==> src/rtl/spi_crc_pkg.sv <==
package spi_crc_pkg;
   typedef enum logic {
      PH_DATA = 1'b0,
      PH_CRC  = 1'b1
   } crc_phase_e;
endpackage

==> src/rtl/spi_crc_accum.sv <==
// One bit-serial CRC accumulator with selectable narrow/wide width.
module spi_crc_accum #(
   parameter int CRC_W    = 16,
   parameter int NARROW_W = 8
) (
   input  logic             clk,
   input  logic             rst_n,
   input  logic             clear,
   input  logic             step,
   input  logic             bit_in,
   input  logic             wide,
   input  logic [CRC_W-1:0] poly,
   output logic [CRC_W-1:0] acc_q
);
   localparam logic [CRC_W-1:0] NARROW_MASK =
      {{(CRC_W-NARROW_W){1'b0}}, {NARROW_W{1'b1}}};

   logic             msb;
   logic             fb;
   logic [CRC_W-1:0] shifted;
   logic [CRC_W-1:0] acc_nx;

   always_comb begin
      msb     = wide ? acc_q[CRC_W-1] : acc_q[NARROW_W-1];
      fb      = msb ^ bit_in;
      shifted = {acc_q[CRC_W-2:0], 1'b0} ^ (fb ? poly : '0);
      acc_nx  = wide ? shifted : (shifted & NARROW_MASK);
   end

   always_ff @(posedge clk or negedge rst_n) begin
      if (!rst_n)     acc_q <= '0;
      else if (clear) acc_q <= '0;
      else if (step)  acc_q <= acc_nx;
   end
endmodule

==> src/rtl/spi_crc_ctrl.sv <==
// Phase sequencing, CRC frame capture and compare, error flag.
module spi_crc_ctrl
   import spi_crc_pkg::*;
#(
   parameter int CRC_W    = 16,
   parameter int NARROW_W = 8
) (
   input  logic             clk,
   input  logic             rst_n,
   input  logic             crc_en,
   input  logic             wide,
   input  logic             next_set,
   input  logic             err_clr,
   input  logic             rx_stb,
   input  logic             rx_bit,
   input  logic             frame_done,
   input  logic [CRC_W-1:0] rx_crc,
   output crc_phase_e       phase_q,
   output logic             next_q,
   output logic             err_q
);
   localparam logic [CRC_W-1:0] NARROW_MASK =
      {{(CRC_W-NARROW_W){1'b0}}, {NARROW_W{1'b1}}};

   logic [CRC_W-1:0] cap_q;
   logic [CRC_W-1:0] cap_nx;
   logic [CRC_W-1:0] cmp_mask;
   logic             crc_end;
   logic             mismatch;

   always_comb begin
      cmp_mask = wide ? '1 : NARROW_MASK;
      cap_nx   = rx_stb ? {cap_q[CRC_W-2:0], rx_bit} : cap_q;
      crc_end  = crc_en && (phase_q == PH_CRC) && frame_done;
      mismatch = ((cap_nx ^ rx_crc) & cmp_mask) != '0;
   end

   always_ff @(posedge clk or negedge rst_n) begin
      if (!rst_n) begin
         phase_q <= PH_DATA;
         next_q  <= 1'b0;
         cap_q   <= '0;
      end else if (!crc_en) begin
         phase_q <= PH_DATA;
         next_q  <= 1'b0;
         cap_q   <= '0;
      end else begin
         if (phase_q == PH_CRC) begin
            cap_q <= cap_nx;
            if (frame_done) begin
               phase_q <= PH_DATA;
               next_q  <= 1'b0;
            end
         end else if (frame_done && next_q) begin
            phase_q <= PH_CRC;
            cap_q   <= '0;
         end
         if (next_set) next_q <= 1'b1;
      end
   end

   always_ff @(posedge clk or negedge rst_n) begin
      if (!rst_n)                  err_q <= 1'b0;
      else if (crc_end && mismatch) err_q <= 1'b1;
      else if (err_clr)            err_q <= 1'b0;
   end
endmodule

==> src/rtl/spi_crc_unit.sv <==
module spi_crc_unit
   import spi_crc_pkg::*;
#(
   parameter int          CRC_W      = 16,
   parameter int          NARROW_W   = 8,
   parameter logic [15:0] POLY_RESET = 16'h0007
) (
   input  logic             clk,
   input  logic             rst_n,
   input  logic             crc_en,
   input  logic             frame16,
   input  logic             poly_wr,
   input  logic [CRC_W-1:0] poly_wdata,
   input  logic             crc_next_set,
   input  logic             err_clr,
   input  logic             tx_stb,
   input  logic             tx_bit,
   input  logic             rx_stb,
   input  logic             rx_bit,
   input  logic             frame_done,
   output logic [CRC_W-1:0] poly_q,
   output logic [CRC_W-1:0] tx_crc_q,
   output logic [CRC_W-1:0] rx_crc_q,
   output logic             crc_next_q,
   output logic             crc_phase,
   output logic             crc_err
);
   localparam int NUM_DIR = 2;

   generate
      if (NARROW_W < 2 || NARROW_W >= CRC_W) begin : g_bad_width
         $error("spi_crc_unit: NARROW_W must be in 2..CRC_W-1");
      end
   endgenerate

   crc_phase_e         phase;
   logic [NUM_DIR-1:0] stb_v;
   logic [NUM_DIR-1:0] bit_v;
   logic [CRC_W-1:0]   acc_v [NUM_DIR];
   logic               acc_clear;

   always_ff @(posedge clk or negedge rst_n) begin
      if (!rst_n)       poly_q <= CRC_W'(POLY_RESET);
      else if (poly_wr) poly_q <= poly_wdata;
   end

   assign acc_clear = !crc_en;
   assign stb_v     = {rx_stb, tx_stb};
   assign bit_v     = {rx_bit, tx_bit};

   for (genvar d = 0; d < NUM_DIR; d++) begin : g_dir
      spi_crc_accum #(.CRC_W(CRC_W), .NARROW_W(NARROW_W)) i_accum (
         .clk    (clk),
         .rst_n  (rst_n),
         .clear  (acc_clear),
         .step   (stb_v[d] && (phase == PH_DATA)),
         .bit_in (bit_v[d]),
         .wide   (frame16),
         .poly   (poly_q),
         .acc_q  (acc_v[d])
      );
   end

   assign tx_crc_q = acc_v[0];
   assign rx_crc_q = acc_v[1];

   spi_crc_ctrl #(.CRC_W(CRC_W), .NARROW_W(NARROW_W)) i_ctrl (
      .clk        (clk),
      .rst_n      (rst_n),
      .crc_en     (crc_en),
      .wide       (frame16),
      .next_set   (crc_next_set),
      .err_clr    (err_clr),
      .rx_stb     (rx_stb),
      .rx_bit     (rx_bit),
      .frame_done (frame_done),
      .rx_crc     (acc_v[1]),
      .phase_q    (phase),
      .next_q     (crc_next_q),
      .err_q      (crc_err)
   );

   assign crc_phase = (phase == PH_CRC);
endmodule

==> config.mk <==
export PLATFORM = sky130hd
export DESIGN_NAME = spi_crc_unit
export DESIGN_NICKNAME = d
export VERILOG_FILES = /design/src/rtl/spi_crc_pkg.sv /design/src/rtl/spi_crc_accum.sv /design/src/rtl/spi_crc_ctrl.sv /design/src/rtl/spi_crc_unit.sv
export SDC_FILE = /design/constraint.sdc
export NUM_CORES = 1
export LEC_CHECK = 0
export ABC_AREA = 1
export BUFFER_PORTS_ARGS = -buffer_cell sky130_fd_sc_hd__buf_2
export CAP_MARGIN = 20
export CORE_MARGIN = 2
export CORE_UTILIZATION = 50
export CTS_CLUSTER_SIZE = 12
export DETAILED_ROUTE_END_ITERATION = 16
export PLACE_DENSITY = 0.73
export REMOVE_ABC_BUFFERS = 1
export SKIP_LAST_GASP = 1
export SLEW_MARGIN = 10
export SYNTH_ARGS = -nofsm -noshare
export SYNTH_HDL_FRONTEND = slang
export SYNTH_HIERARCHICAL = 1
export SYNTH_SLANG_ARGS = --single-unit
==> constraint.sdc <==
create_clock -name clk -period 1.9 [get_ports clk]
set_clock_uncertainty 0.1 [all_clocks]
set_input_delay 0.38 -clock clk [delete_from_list [all_inputs] [get_ports clk]]
set_output_delay 0.38 -clock clk [all_outputs]
set_load 0.01 [all_outputs]
; Yosys cells after proc, flatten, opt, wreduce, memory -nomap -nowiden
; Cells that the tools add are included.
[classes]
div_mod_pow = 0
n_eq_ne = 5
n_lt_le_gt_ge = 0
n_mux = 25
multipliers = 0
n_addsub = 0
bitwise_logic = 7
n_shift = 0
reduce_logical = 9
[op_table]
columns = cell, count
row1 = two-way mux 16 bit, 13
row2 = XOR 16 bit, 3
row3 = bitwise AND 16 bit, 1
row4 = nonzero test 16 bit, 1
row5 = two-way mux 1 bit, 12
row6 = inequality test 3 x 1 -> 1 bit (second input constant), 3
row7 = logical AND 1 bit, 6
row8 = inequality test 2 x 1 -> 1 bit (second input constant), 2
row9 = AND reduction 2 bit, 1
row10 = nonzero test 2 bit, 1
row11 = XOR 1 bit, 2
row12 = NOT 1 bit, 1
[totals]
input_bits = 28
reg_bits = 67
output_inout_bits = 51
latchBits = 0
mem_bits_rw = 0
mem_bits_ro = 0
n_memories = 0

; Longest topological paths before layout
; Gate-level depths: netlist (run 1).
[logic_depth]
depth_word = 7
depth_mapped = 12

; Hierarchy
; Netlist (run 1), hierarchy kept.
[modules_own_cells]
columns = module, n_inst, cells_each, area_per_inst_um2
row1 = spi_crc_accum, 2, 142, 1079.8
row2 = spi_crc_ctrl, 1, 212, 1331.3
row3 = spi_crc_unit, 1, 73, 666.9

; Worst setup path after synthesis (run 1)
; OpenSTA, ideal clock, no wires.
[synth_path]
path_kind = register to register
startpoint = register i_ctrl.phase_q
endpoint = register i_ctrl.cap_q[14]
arrival_time_ps = 1182
t_required_ps = 1666
setup_ps = 134
path_stages_with_launch = 6
slack_ps = 484
path_cell_list = dfrtp_1 -> buf_2 -> inv_1 -> nand3_1 -> clkbuf_1 -> o21ai_0
[synth_between]
elab_chain_len = 2
word_cells_on_any_way = 3
cone_classes = eq/ne: 1 / mux: 2
[synth_lines]
columns = element, line
row1 = "start, declared", spi_crc_ctrl.sv:18  ; output crc_phase_e phase_q,
row2 = "start signal, assigned", spi_crc_ctrl.sv:40  ; phase_q <= PH_DATA;
row3 = "start signal, assigned", spi_crc_ctrl.sv:44  ; phase_q <= PH_DATA;
row4 = "start signal, assigned", spi_crc_ctrl.sv:51  ; phase_q <= PH_DATA;
row5 = two-way mux 16 bit, spi_crc_ctrl.sv:48  ; if (phase_q == PH_CRC) begin
row6 = two-way mux 16 bit, spi_crc_ctrl.sv:43  ; end else if (!crc_en) begin
row7 = "end signal, assigned", spi_crc_ctrl.sv:49  ; cap_q <= cap_nx;
row8 = "end, declared", spi_crc_ctrl.sv:25  ; logic [CRC_W-1:0] cap_q;
; Several ways; a longest one is shown, not always the timed one.
; A chain may end at the register's enable or synchronous reset.

; Worst setup path in the final report (run 1)
[layout_path]
startpoint = register i_ctrl.phase_q
endpoint = register g_dir[1].i_accum.acc_q[9]
[layout_between]
elab_chain_len = 3
[layout_lines]
columns = element, line
row1 = NOT 1 bit, spi_crc_unit.sv:56  ; .step (stb_v[d] && (phase == PH_DATA)),
row2 = logical AND 1 bit, spi_crc_unit.sv:56
row3 = inequality test 2 x 1 -> 1 bit (no source line), --
row4 = "end signal, assigned", spi_crc_accum.sv:33  ; else if (step) acc_q <= acc_nx;
row5 = "end, declared", spi_crc_accum.sv:13  ; output logic [CRC_W-1:0] acc_q
; Every way passes these cells.

==> insert_results.sql, run 1 <==
INSERT INTO impl_metrics (metric_group, metric, value, unit) VALUES
('floorplan', 'initial_core_util', '0.511', ''),
('cts', 'clk_root_buffer_cell', 'sky130_fd_sc_hd__clkbuf_8', ''),
('timing', 'setup_repair_after_global_routing_missed_its_margin', 'false', ''),
('logic_synthesis', 'synth.distinct_cells', '26', ''),
('power_and_ir_drop', 'total_leakage_power', '2.61', 'nW'),
('global_route', 'first_global_vias', '3838', ''),
('logic_synthesis', 'synth.ff_latch_count', '67', ''),
('routing', 'drt_iter0_markers', '261', ''),
('logic_synthesis', 'synth_sequential_area_ratio', '0.404', ''),
('routing', 'avgRoutedWirePerCell', '13.5', 'um'),
('cts', 'worst_skew_pair.late_latency', '0.34', 'ns'),
('routing', 'drc_errors', '0', ''),
('layout', 'antennaDiodeCount', '0', ''),
('routing', 'postRouteAntennaNets', '0', ''),
('setup_path', 'cpLargestDelayFamily', 'simple AND/OR/NAND/NOR gates', ''),
('floorplan', 'floorplan.die_area', '9060', 'um^2'),
('global_route', 'pin_count_of_the_biggest_net_entering_global_routing', '68', ''),
('logic_synthesis', 'synthXorXnorAreaFrac', '0', ''),
('floorplan', 'die_h', '95.2', 'um'),
('timing', 'finalCritPeriodShare', '0.888', ''),
('cts', 'post_cts_hold_buffer_count', '1', ''),
('logic_synthesis', 'netlist_area', '4160', 'um^2'),
('timing', 'transition_time_at_the_pin_with_the_least_slew_margin', '0.695', 'ns'),
('setup_path', 'critical_path.max_stage_delay', '0.48', 'ns'),
('cts', 'clock_transition_at_the_registers_of_the_reported_paths', '0.07', 'ns'),
('setup_path', 'critical-path-slowest-cell', 'sky130_fd_sc_hd__dfrtp_1', ''),
('timing', 'finalHoldViolCount', '0', ''),
('floorplan', 'design.portCount', '79', ''),
('setup_path', 'setup.reg_to_reg.worst_slack', '0.21', 'ns'),
('timing', 'setup-violations-final', '0', ''),
('logic_synthesis', 'synth_enable_flop_cells', '0', ''),
('power_and_ir_drop', 'vdd_drop_max', '0.000461', 'V'),
('power_and_ir_drop', 'power.density', '700', 'nW/um^2'),
('global_route', 'antenna_found_initial', '0', ''),
('timing', 'final.setup.tns', '0', 'ns'),
('layout', 'num-nets-final', '673', ''),
('global_route', 'grt_pass1_wl', '17200', 'um'),
('cts', 'cts_setup_buffers', '0', ''),
('routing', 'route.final.wire_length', '10200', 'um'),
('logic_synthesis', 'synth_top_family_by_area', 'simple AND/OR/NAND/NOR gates', ''),
('logic_synthesis', 'synth-simple-area-share', '0.447', ''),
('floorplan', 'design.core.area', '8130', 'um^2'),
('logic_synthesis', 'synth_ff_type', 'sky130_fd_sc_hd__dfrtp_1', ''),
('logic_synthesis', 'synth_compound_area_frac', '0.0256', ''),
('setup_path', 'worst-path-buf-inv', '2', ''),
('logic_synthesis', 'synthMuxAreaShare', '0', ''),
('setup_path', 'critPathCaptureType', 'register', ''),
('timing', 'timing_max_transition_violations_final', '0', ''),
('layout', 'layout_cells_sized_above_1', '0.215', ''),
('cts', 'tritoncts.num_buffers', '9', ''),
('timing', 'timing.max_slew.rel_slack', '0.536', ''),
('logic_synthesis', 'leading_cell_types_by_count_after_synthesis', 'sky130_fd_sc_hd__nand2_1, sky130_fd_sc_hd__nand3_1, sky130_fd_sc_hd__dfrtp_1, sky130_fd_sc_hd__inv_1, sky130_fd_sc_hd__nand4_1', ''),
('global_route', 'overflow', '0', ''),
('layout', 'flow.area_growth_from_synthesis', '13.4', '%'),
('logic_synthesis', 'async_flop_share', '1.00', ''),
('global_route', 'track_usage', '0.240', ''),
('setup_path', 'crit_type', 'reg -> reg', ''),
('layout', 'fillCellCount', '761', ''),
('place', 'place_congestion', '0.873', ''),
('run_status', 'run_status', 'completed', ''),
('setup_path', 'cp-start-kind', 'register', ''),
('cts', 'cts_resized', '0', ''),
('routing', 'first_pass_detailed_route_iteration_total', '5', ''),
('layout', 'utilization', '0.580', ''),
('logic_synthesis', 'synthMostInstantiatedCell', 'sky130_fd_sc_hd__nand2_1', ''),
('job', 'max_cap_violations', '0', ''),
('cts', 'cts.path.max_buffers', '2', ''),
('setup_path', 'cp_data_arrival_time', '1.87', 'ns'),
('logic_synthesis', 'yosys.area_share.adder', '0', ''),
('cts', 'ctsHtreeMaxLevel', '3', ''),
('setup_path', 'crit_chain', 'buf_4 -> nor2_1 -> inv_1 -> nor3_4 -> nand3_1 -> nand2_1', '');
-- final timing paths --
kind                                          start                                    end  cells after the start
max reg2reg                i_ctrl/phase_q$_DFF_PN0_  g_dir[1].i_accum/acc_q[9]$_DFFE_PN0P_                      6
max                        i_ctrl/phase_q$_DFF_PN0_  g_dir[1].i_accum/acc_q[9]$_DFFE_PN0P_                      6
min                                  poly_wdata[10]                 poly_q[10]$_DFFE_PN0P_                      3
max in group asynchronous                     rst_n                  poly_q[1]$_DFFE_PN1P_                      3
min reg2reg                   poly_q[0]$_DFFE_PN1P_                  poly_q[0]$_DFFE_PN1P_                      2
min in group asynchronous                     rst_n                  poly_q[3]$_DFFE_PN0P_                      3
-- metrics by stage --
stage          instance area [um^2]  worst slack [ns]  total power, W  cells  hold WS, ns
6_report                       4720             0.213         0.00330    755        0.131
4_1_cts                        4720             0.220         0.00333    755        0.126
2_1_floorplan                  3900             0.360         0.00196    544      -0.0156
5_1_grt                        4720            0.0925         0.00347    755        0.130
3_3_place_gp                   4530             0.171         0.00221    738        0.330
3_5_place_dp                   4530             0.126         0.00224    738        0.335
-- per-layer routing --
metal / vias to the layer above / wire length [um] / GRT usage
met1: 1900 / 4490 / 0.318
met4: 0 / 163 / 0.0833
met5: - / 0 / 0
li1: 1986 / - / -
met2: 146 / 4860 / 0.390
met3: 20 / 706 / 0.0530
-- cell usage in the layout, fill, tap and decap left out, types with 3 or more instances in the layout --
cell                         n
sky130_fd_sc_hd__nand2_1   231
sky130_fd_sc_hd__buf_2      78
sky130_fd_sc_hd__nand3_1    76
sky130_fd_sc_hd__dfrtp_1    64
sky130_fd_sc_hd__inv_1      62
sky130_fd_sc_hd__nand4_1    32
sky130_fd_sc_hd__nand3_2    14
sky130_fd_sc_hd__nand3b_1   12
sky130_fd_sc_hd__clkbuf_8   11
sky130_fd_sc_hd__nor2_1      9
sky130_fd_sc_hd__nand2_2     9
sky130_fd_sc_hd__buf_4       9
sky130_fd_sc_hd__o21ai_0     9
sky130_fd_sc_hd__o22ai_1     9
sky130_fd_sc_hd__clkbuf_1    3
sky130_fd_sc_hd__inv_2       3
sky130_fd_sc_hd__dfstp_2     3
-- worst reg2reg max path, stage by stage, from the launching register on --
cell	delay [ns]
sky130_fd_sc_hd__dfrtp_1	0.48
sky130_fd_sc_hd__buf_4	0.20
sky130_fd_sc_hd__nor2_1	0.19
sky130_fd_sc_hd__inv_1	0.14
sky130_fd_sc_hd__nor3_4	0.32
sky130_fd_sc_hd__nand3_1	0.14
sky130_fd_sc_hd__nand2_1	0.07
-- kinds of logic after synthesis --
group	Yosys count
DFF	67
and+or+nand+nor	391
AOI/OAI and AO/OA	19
buffers and inverters	92
-- state kept, by name (all words and copies together) (netlist names) --
register,count
i_ctrl/cap_q,16
i_ctrl/phase_q,1
i_ctrl/next_q,1
g_dir.i_accum/acc_q,32
poly_q,16
i_ctrl/err_q,1
-- where the power goes --
part | switching, W | total, W | internal, W
Combinational | 0.000368 | 0.000588 | 0.000220
Sequential | 0.000118 | 0.00162 | 0.00150
Clock | 0.000545 | 0.00109 | 0.000546
-- area by class of cell --
cell class / instances / share of cell area
clock buffer: 14 / 0.0345
clock inverter: 2 / 0.00265
inverter: 67 / 0.0544
multi-input combinational: 410 / 0.417
sequential: 67 / 0.356
tap: 105 / 0.0279
timing repair buffer: 90 / 0.108
No activity file was read; power rests on OpenSTA's default activity.
==> inputs of run 2 (changes only) <==
--- a/config.mk
+++ b/config.mk
@@ -12,11 +12,10 @@
 export CORE_UTILIZATION = 50
 export CTS_CLUSTER_SIZE = 12
 export DETAILED_ROUTE_END_ITERATION = 16
-export PLACE_DENSITY = 0.73
+export PLACE_DENSITY = 0.74
 export REMOVE_ABC_BUFFERS = 1
 export SKIP_LAST_GASP = 1
 export SLEW_MARGIN = 10
 export SYNTH_ARGS = -nofsm -noshare
 export SYNTH_HDL_FRONTEND = slang
-export SYNTH_HIERARCHICAL = 1
 export SYNTH_SLANG_ARGS = --single-unit
==> insert_results.sql, run 2 <==
INSERT INTO impl_metrics (metric_group, metric, value, unit) VALUES
('run_status', 'run_status', 'completed', ''),
('logic_synthesis', 'post_synth.cell_area_avg', '7.52', 'um^2'),
('logic_synthesis', 'synthMostInstantiatedCell', 'sky130_fd_sc_hd__nand2_1', ''),
('global_route', 'overflow', '0', ''),
('timing', 'transition_time_at_the_pin_with_the_least_slew_margin', '0.503', 'ns'),
('timing', 'min_period', '1.77', 'ns'),
('routing', 'postRouteAntennaNets', '0', ''),
('global_route', 'grt_pass1_wl', '17300', 'um'),
('layout', 'antennaDiodeCount', '0', ''),
('timing', 'setup-violations-final', '0', ''),
('routing', 'met2WireLength', '4840', 'um'),
('timing', 'worst_slack', '0.128', 'ns'),
('logic_synthesis', 'synth.distinct_cells', '24', ''),
('logic_synthesis', 'synth_enable_flop_cells', '0', ''),
('setup_path', 'worst-path-buf-inv', '1', ''),
('setup_path', 'worstReg2RegStart', 'i_ctrl.phase_q$_DFF_PN0_', ''),
('logic_synthesis', 'post_synth_main_area_contributors', 'sky130_fd_sc_hd__dfrtp_1, sky130_fd_sc_hd__nand3_1, sky130_fd_sc_hd__nand2_1', ''),
('cts', 'worst_skew_pair.late_latency', '0.36', 'ns'),
('timing', 'final.setup.tns', '0', 'ns'),
('routing', 'first_pass_detailed_route_iteration_total', '5', ''),
('floorplan', 'design.core.area', '7250', 'um^2'),
('setup_path', 'cp.required', '2.07', 'ns'),
('setup_path', 'critical-path-slowest-cell', 'sky130_fd_sc_hd__dfrtp_1', ''),
('cts', 'cts.path.max_buffers', '2', ''),
('power_and_ir_drop', 'internal-power', '0.00244', 'W'),
('layout', 'mostFrequentLayoutCell', 'sky130_fd_sc_hd__nand2_1', ''),
('floorplan', 'floorplan.die_area', '8190', 'um^2'),
('floorplan', 'die_h', '90.5', 'um'),
('routing', 'top_layer', 'met4', ''),
('global_route', 'track_usage', '0.264', ''),
('timing', 'finalHoldViolCount', '0', ''),
('routing', 'avgRoutedWirePerCell', '15.3', 'um'),
('cts', 'tritoncts.num_buffers', '9', ''),
('layout', 'fillCellCount', '698', ''),
('power_and_ir_drop', 'power.density', '792', 'nW/um^2'),
('cts', 'clock_transition_at_the_registers_of_the_reported_paths', '0.08', 'ns'),
('global_route', 'first_global_vias', '3557', ''),
('power_and_ir_drop', 'power_frac_clock', '0.388', ''),
('job', 'max_cap_violations', '0', ''),
('setup_path', 'cp_data_arrival_time', '1.94', 'ns'),
('global_route', 'antenna_found_initial', '0', ''),
('setup_path', 'r2r_end', 'g_dir[0].i_accum.acc_q[4]$_DFFE_PN0P_', ''),
('setup_path', 'critical_path.max_fanout', '14', ''),
('timing', 'max_freq', '564', 'MHz'),
('floorplan', 'std_cell_rows', '31', ''),
('setup_path', 'critPathCaptureType', 'register', ''),
('cts', 'cts_resized', '0', ''),
('logic_synthesis', 'synth_ff_type', 'sky130_fd_sc_hd__dfrtp_1', ''),
('power_and_ir_drop', 'finalPower', '0.00352', 'W'),
('setup_path', 'crit_chain', 'inv_1 -> nand2_1 -> nand2_1 -> o21ai_0', ''),
('setup_path', 'critPathLaunch', 'i_ctrl.phase_q$_DFF_PN0_', ''),
('cts', 'clock_tree_from_tritoncts', 'built', ''),
('floorplan', 'die-width', '90.5', 'um'),
('logic_synthesis', 'synth_top_area_share', '0.428', ''),
('routing', 'drt-vias-per-instance', '5.57', ''),
('logic_synthesis', 'leading_cell_types_by_count_after_synthesis', 'sky130_fd_sc_hd__nand2_1, sky130_fd_sc_hd__nand3_1, sky130_fd_sc_hd__inv_1, sky130_fd_sc_hd__dfrtp_1, sky130_fd_sc_hd__o21ai_0', ''),
('cts', 'clk_root_buffer_cell', 'sky130_fd_sc_hd__clkbuf_8', ''),
('logic_synthesis', 'async_flop_share', '1.00', ''),
('logic_synthesis', 'synth_largest_area_cell', 'sky130_fd_sc_hd__dfrtp_1', ''),
('timing', 'finalCritPeriodShare', '0.932', ''),
('power_and_ir_drop', 'p_sw_frac', '0.306', ''),
('layout', 'most-common-layout-cells', 'sky130_fd_sc_hd__nand2_1, sky130_fd_sc_hd__nand3_1, sky130_fd_sc_hd__buf_2', ''),
('routing', 'route.final.wire_length', '10500', 'um'),
('place', 'placement.io_buffers', '78', ''),
('layout', 'largestRegisters', 'g_dir.i_accum.acc_q (32), i_ctrl.cap_q (16), poly_q (16)', ''),
('place', 'place.detailed.instances', '666', ''),
('routing', 'drc_errors', '0', ''),
('layout', 'max_flop_register', 'g_dir.i_accum.acc_q', ''),
('cts', 'cts.sinks', '67', ''),
('routing', 'via_count', '3806', ''),
('timing', 'timing.max_slew.rel_slack', '0.664', ''),
('floorplan', 'initial_core_util', '0.516', ''),
('setup_path', 'cp-start-kind', 'register', ''),
('logic_synthesis', 'synth_sequential_area_ratio', '0.449', ''),
('routing', 'met1Wirelength', '4620', 'um'),
('setup_path', 'critical_path.max_stage_delay', '0.58', 'ns'),
('setup_path', 'cpLargestDelayFamily', 'flip-flops', ''),
('routing', 'drt_iter0_markers', '305', ''),
('floorplan', 'design.portCount', '79', ''),
('logic_synthesis', 'synth.ff_latch_count', '67', ''),
('power_and_ir_drop', 'total_leakage_power', '2.25', 'nW'),
('routing', 'met3_length', '831', 'um'),
('logic_synthesis', 'netlist_area', '3740', 'um^2'),
('setup_path', 'critical_path.endpoint', 'g_dir[0].i_accum.acc_q[4]$_DFFE_PN0P_', ''),
('layout', 'layoutNonFillerInstCount', '683', ''),
('layout', 'layout_cells_sized_above_1', '0.221', ''),
('layout', 'max_ffs_per_register', '32', ''),
('power_and_ir_drop', 'power_frac_seq', '0.452', ''),
('layout', 'num-nets-final', '607', ''),
('layout', 'flow.area_growth_from_synthesis', '18.8', '%'),
('setup_path', 'crit_type', 'reg -> reg', ''),
('setup_path', 'path_depth', '4', ''),
('place', 'place_congestion', '0.914', ''),
('hold_path', 'holdCritPathClass', 'in -> reg', ''),
('cts', 'ctsHtreeMaxLevel', '3', ''),
('logic_synthesis', 'synthesis.instances', '497', ''),
('logic_synthesis', 'synth-warning-count', '0', ''),
('timing', 'timing_max_transition_violations_final', '0', ''),
('setup_path', 'cp_common_cell', 'sky130_fd_sc_hd__nand2_1', ''),
('power_and_ir_drop', 'vdd_drop_max', '0.000445', 'V'),
('setup_path', 'setup.reg_to_reg.worst_slack', '0.13', 'ns'),
('place', 'placement.setup.worst_slack', '0.0968', 'ns'),
('place', 'detailedPlacementHpwl', '7510', 'um'),
('global_route', 'pin_count_of_the_biggest_net_entering_global_routing', '33', ''),
('timing', 'setup_repair_after_global_routing_missed_its_margin', 'false', ''),
('power_and_ir_drop', 'comb_power_share', '0.159', ''),
('power_and_ir_drop', 'net-switching-power', '0.00108', 'W'),
('layout', 'utilization', '0.612', ''),
('setup_path', 'timing.reg2reg.worst_path_depth', '4', '');
[run 2: cell count changes after synthesis, moves of 8 or more]
cell	before	now
sky130_fd_sc_hd__nand2_1	231	122
sky130_fd_sc_hd__o21ai_0	9	61
sky130_fd_sc_hd__nand4_1	32	0
sky130_fd_sc_hd__nand3_1	76	99
sky130_fd_sc_hd__o21ai_1	0	17
sky130_fd_sc_hd__nand3b_1	12	0
sky130_fd_sc_hd__buf_4	8	0
[run 2: power by group through the flow]
stage	combinational (W)	clock, W	sequential [W]
6_report	0.000560	0.00137	0.00159
5_1_grt	0.000627	0.00144	0.00160
4_1_cts	0.000560	0.00136	0.00159
3_5_place_dp	0.000555	0	0.00161
3_3_place_gp	0.000542	0	0.00161
2_1_floorplan	0.000262	0	0.00163
[run 2: cell families after synthesis]
| family | share of synthesized area |
|---|---|
| AO/OA/AOI/OAI | 0.127 |
| XOR/XNOR | 0.00234 |
| buffers and inverters | 0.114 |
| flip-flops | 0.449 |
| AND/OR/NAND/NOR | 0.307 |
[run 2: worst min-delay path by stage]
stage	end	depth (start not counted)	slack (ns)	start
3_3_place_gp	poly_q[12]$_DFFE_PN0P_	1	0.27	rst_n
6_report	poly_q[6]$_DFFE_PN0P_	3	0.11	poly_wdata[6]
4_1_cts	poly_q[6]$_DFFE_PN0P_	3	0.12	poly_wdata[6]
2_1_floorplan	g_dir[0].i_accum.acc_q[0]$_DFFE_PN0P_	0	-0.02	rst_n
3_5_place_dp	poly_q[12]$_DFFE_PN0P_	1	0.28	rst_n
5_1_grt	poly_q[4]$_DFFE_PN0P_	3	0.12	poly_wdata[4]
[run 2: tightest hold or removal path: cells and delay by family]
family | cells | cell delay [ns]
simple gates | 1 | 0.04
compound gates | 1 | 0.05
buf+inv | 1 | 0.07
[run 2: what timing repair did]
action,in CTS,in global routing
endpoints found under the hold margin,17,0
buffers inserted,0,0
hold buffers,1,0
[run 2: final cells by class]
class | instances | area [um^2] | share of cell area
sequential | 67 | 1680 | 0.378
timing repair buffer | 90 | 508 | 0.114
multi-input combinational | 341 | 1630 | 0.368
tap | 99 | 124 | 0.0279
inverter | 70 | 273 | 0.0614
clock buffer | 9 | 124 | 0.0279
clock inverter | 7 | 98.8 | 0.0223
[run 2: metrics by stage]
stage	instance area [um^2]	hold slack [ns]
2_1_floorplan	3590	-0.0156
3_3_place_gp	4210	0.272
3_5_place_dp	4210	0.276
4_1_cts	4440	0.120
5_1_grt	4440	0.117
6_report	4440	0.113
[run 2: per-layer routing]
layer	vias up	track usage
met3	13	0.0484
li1	1800	-
met4	0	0.0962
met5	-	0
met1	1809	0.380
met2	184	0.398
==> inputs of run 3 (changes only) <==
--- a/config.mk
+++ b/config.mk
@@ -9,10 +9,10 @@
 export BUFFER_PORTS_ARGS = -buffer_cell sky130_fd_sc_hd__buf_2
 export CAP_MARGIN = 20
 export CORE_MARGIN = 2
-export CORE_UTILIZATION = 50
+export CORE_UTILIZATION = 55
 export CTS_CLUSTER_SIZE = 12
 export DETAILED_ROUTE_END_ITERATION = 16
-export PLACE_DENSITY = 0.74
+export PLACE_DENSITY = 0.8
 export REMOVE_ABC_BUFFERS = 1
 export SKIP_LAST_GASP = 1
 export SLEW_MARGIN = 10
==> insert_results.sql, run 3 (synthesis results as in run 2) <==
INSERT INTO impl_metrics (metric_group, metric, value, unit) VALUES
('timing', 'max_freq', '591', 'MHz'),
('setup_path', 'cp_data_arrival_time', '1.84', 'ns'),
('job', 'max_cap_violations', '0', ''),
('floorplan', 'floorplan.die_area', '7480', 'um^2'),
('cts', 'clock_transition_at_the_registers_of_the_reported_paths', '0.08', 'ns'),
('cts', 'tritoncts.num_buffers', '9', ''),
('timing', 'finalCritPeriodShare', '0.890', ''),
('layout', 'largestRegisters', 'g_dir.i_accum.acc_q (32), i_ctrl.cap_q (16), poly_q (16)', ''),
('routing', 'postRouteAntennaNets', '0', ''),
('layout', 'fin_area', '4410', 'um^2'),
('cts', 'cts.sinks', '67', ''),
('global_route', 'first_global_vias', '3552', ''),
('routing', 'route.final.wire_length', '10000', 'um'),
('layout', 'flow.area_growth_from_synthesis', '17.8', '%'),
('setup_path', 'worst-path-buf-inv', '1', ''),
('cts', 'clk_root_buffer_cell', 'sky130_fd_sc_hd__clkbuf_8', ''),
('place', 'place.detailed.instances', '643', ''),
('layout', 'layout_cells_sized_above_1', '0.216', ''),
('setup_path', 'cp.required', '2.05', 'ns'),
('timing', 'transition_time_at_the_pin_with_the_least_slew_margin', '0.491', 'ns'),
('floorplan', 'design.portCount', '79', ''),
('routing', 'drt_iter0_markers', '268', ''),
('setup_path', 'setup.reg_to_reg.worst_slack', '0.21', 'ns'),
('routing', 'first_pass_detailed_route_iteration_total', '5', ''),
('routing', 'drc_errors', '0', ''),
('setup_path', 'worstReg2RegStart', 'i_ctrl.phase_q$_DFF_PN0_', ''),
('layout', 'mostFrequentLayoutCell', 'sky130_fd_sc_hd__nand2_1', ''),
('setup_path', 'r2r_end', 'g_dir[0].i_accum.acc_q[2]$_DFFE_PN0P_', ''),
('hold_path', 'min_delay_path_depth', '3', ''),
('layout', 'most-common-layout-cells', 'sky130_fd_sc_hd__nand2_1, sky130_fd_sc_hd__nand3_1, sky130_fd_sc_hd__buf_2', ''),
('cts', 'cts.path.max_buffers', '2', ''),
('setup_path', 'timing.reg2reg.worst_path_depth', '4', ''),
('cts', 'worst_skew_pair.late_latency', '0.35', 'ns'),
('global_route', 'grt_pass1_wl', '16800', 'um'),
('power_and_ir_drop', 'total_leakage_power', '2.24', 'nW'),
('floorplan', 'initial_core_util', '0.560', ''),
('routing', 'avgRoutedWirePerCell', '15.1', 'um'),
('setup_path', 'critical-path-slowest-cell', 'sky130_fd_sc_hd__dfrtp_1', ''),
('timing', 'worst_slack', '0.209', 'ns'),
('hold_path', 'min_to', 'poly_q[14]$_DFFE_PN0P_', ''),
('layout', 'num-nets-final', '603', ''),
('global_route', 'pin_count_of_the_biggest_net_entering_global_routing', '68', ''),
('timing', 'finalHoldViolCount', '0', ''),
('floorplan', 'die-width', '86.5', 'um'),
('cts', 'cts_setup_buffers', '0', ''),
('global_route', 'antenna_found_initial', '0', ''),
('setup_path', 'cp-start-kind', 'register', ''),
('power_and_ir_drop', 'vdd_drop_max', '0.000555', 'V'),
('setup_path', 'crit_chain', 'inv_1 -> nand2_1 -> nand2_1 -> o21ai_0', ''),
('setup_path', 'critical_path.max_fanout', '14', ''),
('floorplan', 'design.core.area', '6680', 'um^2'),
('place', 'placement.setup.worst_slack', '0.0579', 'ns'),
('run_status', 'run_status', 'completed', ''),
('layout', 'max_flop_register', 'g_dir.i_accum.acc_q', ''),
('hold_path', 'worst_hold_startpoint', 'poly_wdata[14]', ''),
('place', 'place_congestion', '0.855', ''),
('floorplan', 'std_cell_rows', '30', ''),
('setup_path', 'critical_path.max_stage_delay', '0.56', 'ns'),
('place', 'detailedPlacementHpwl', '7100', 'um'),
('routing', 'via_count', '3746', ''),
('layout', 'antennaDiodeCount', '0', ''),
('timing', 'timing_max_transition_violations_final', '0', ''),
('global_route', 'track_usage', '0.281', ''),
('timing', 'setup-violations-final', '0', ''),
('layout', 'utilization', '0.659', ''),
('setup_path', 'crit_type', 'reg -> reg', ''),
('setup_path', 'cpLargestDelayFamily', 'flip-flops', ''),
('floorplan', 'die_h', '86.5', 'um'),
('layout', 'max_ffs_per_register', '32', ''),
('timing', 'setup_repair_after_global_routing_missed_its_margin', 'false', ''),
('routing', 'drt-vias-per-instance', '5.68', ''),
('timing', 'min_period', '1.69', 'ns'),
('timing', 'final.setup.tns', '0', 'ns'),
('timing', 'timing.max_slew.rel_slack', '0.672', ''),
('power_and_ir_drop', 'power.density', '815', 'nW/um^2'),
('cts', 'clock_tree_from_tritoncts', 'built', ''),
('cts', 'ctsHtreeMaxLevel', '3', ''),
('place', 'place_area', '4160', 'um^2'),
('setup_path', 'cp_common_cell', 'sky130_fd_sc_hd__nand2_1', ''),
('hold_path', 'holdCritPathClass', 'in -> reg', ''),
('cts', 'cts_resized', '0', ''),
('global_route', 'overflow', '0', ''),
('place', 'placement.io_buffers', '78', ''),
('setup_path', 'path_depth', '4', ''),
('setup_path', 'critPathCaptureType', 'register', ''),
('layout', 'layoutNonFillerInstCount', '660', '');
-- run 3: stage by stage --
stage,power (W),hold WS (ns)
floorplan,0.00189,-0.0156
global placement,0.00214,0.326
detailed placement,0.00216,0.324
CTS,0.00359,0.120
global route,0.00375,0.127
finish,0.00359,0.130
-- run 3: power breakdown --
group / internal (W) / switching [W]
logic: 0.000186 / 0.000364
registers: 0.00150 / 0.0000874
clock network: 0.000869 / 0.000582
total: 0.00256 / 0.00103
-- run 3: cell type report --
cell class | count | area [um^2]
fillers | 598 | 2280
flip-flops and latches | 67 | 1680
multi-input cells | 341 | 1630
repair buffers | 86 | 478
inverters | 70 | 273
clock buffers | 9 | 124
clock inverters | 7 | 116
well taps | 80 | 100
-- run 3: worst register-to-register path, stage by stage, from the launching register on --
cell	delay, ns
sky130_fd_sc_hd__dfrtp_1	0.56
sky130_fd_sc_hd__inv_1	0.18
sky130_fd_sc_hd__nand2_1	0.15
sky130_fd_sc_hd__nand2_1	0.31
sky130_fd_sc_hd__o21ai_0	0.31
-- run 3: what timing repair did --
action / CTS / global route
setup endpoints to repair: 0 / 0
endpoints found under the hold margin: 64 / 0
hold buffers: 1 / 0
-- run 3: layer usage --
metal  GRT usage  routed length, um  vias to the layer above
met4      0.0781                119                        0
met5           0                  0                        -
li1            -                  -                     1794
met1       0.405               4520                     1758
met3      0.0581                677                       11
met2       0.431               4680                      183
-- run 3: worst max-delay path by stage --
stage,slack (ns),endpoint,start
after floorplan,0.43,g_dir[1].i_accum.acc_q[0]$_DFFE_PN0P_,i_ctrl.phase_q$_DFF_PN0_
after global placement,0.11,g_dir[0].i_accum.acc_q[3]$_DFFE_PN0P_,frame16
after detailed placement,0.06,g_dir[0].i_accum.acc_q[2]$_DFFE_PN0P_,frame16
after CTS,0.23,g_dir[0].i_accum.acc_q[2]$_DFFE_PN0P_,i_ctrl.phase_q$_DFF_PN0_
after global routing,0.08,g_dir[0].i_accum.acc_q[14]$_DFFE_PN0P_,i_ctrl.phase_q$_DFF_PN0_
final,0.21,g_dir[0].i_accum.acc_q[2]$_DFFE_PN0P_,i_ctrl.phase_q$_DFF_PN0_
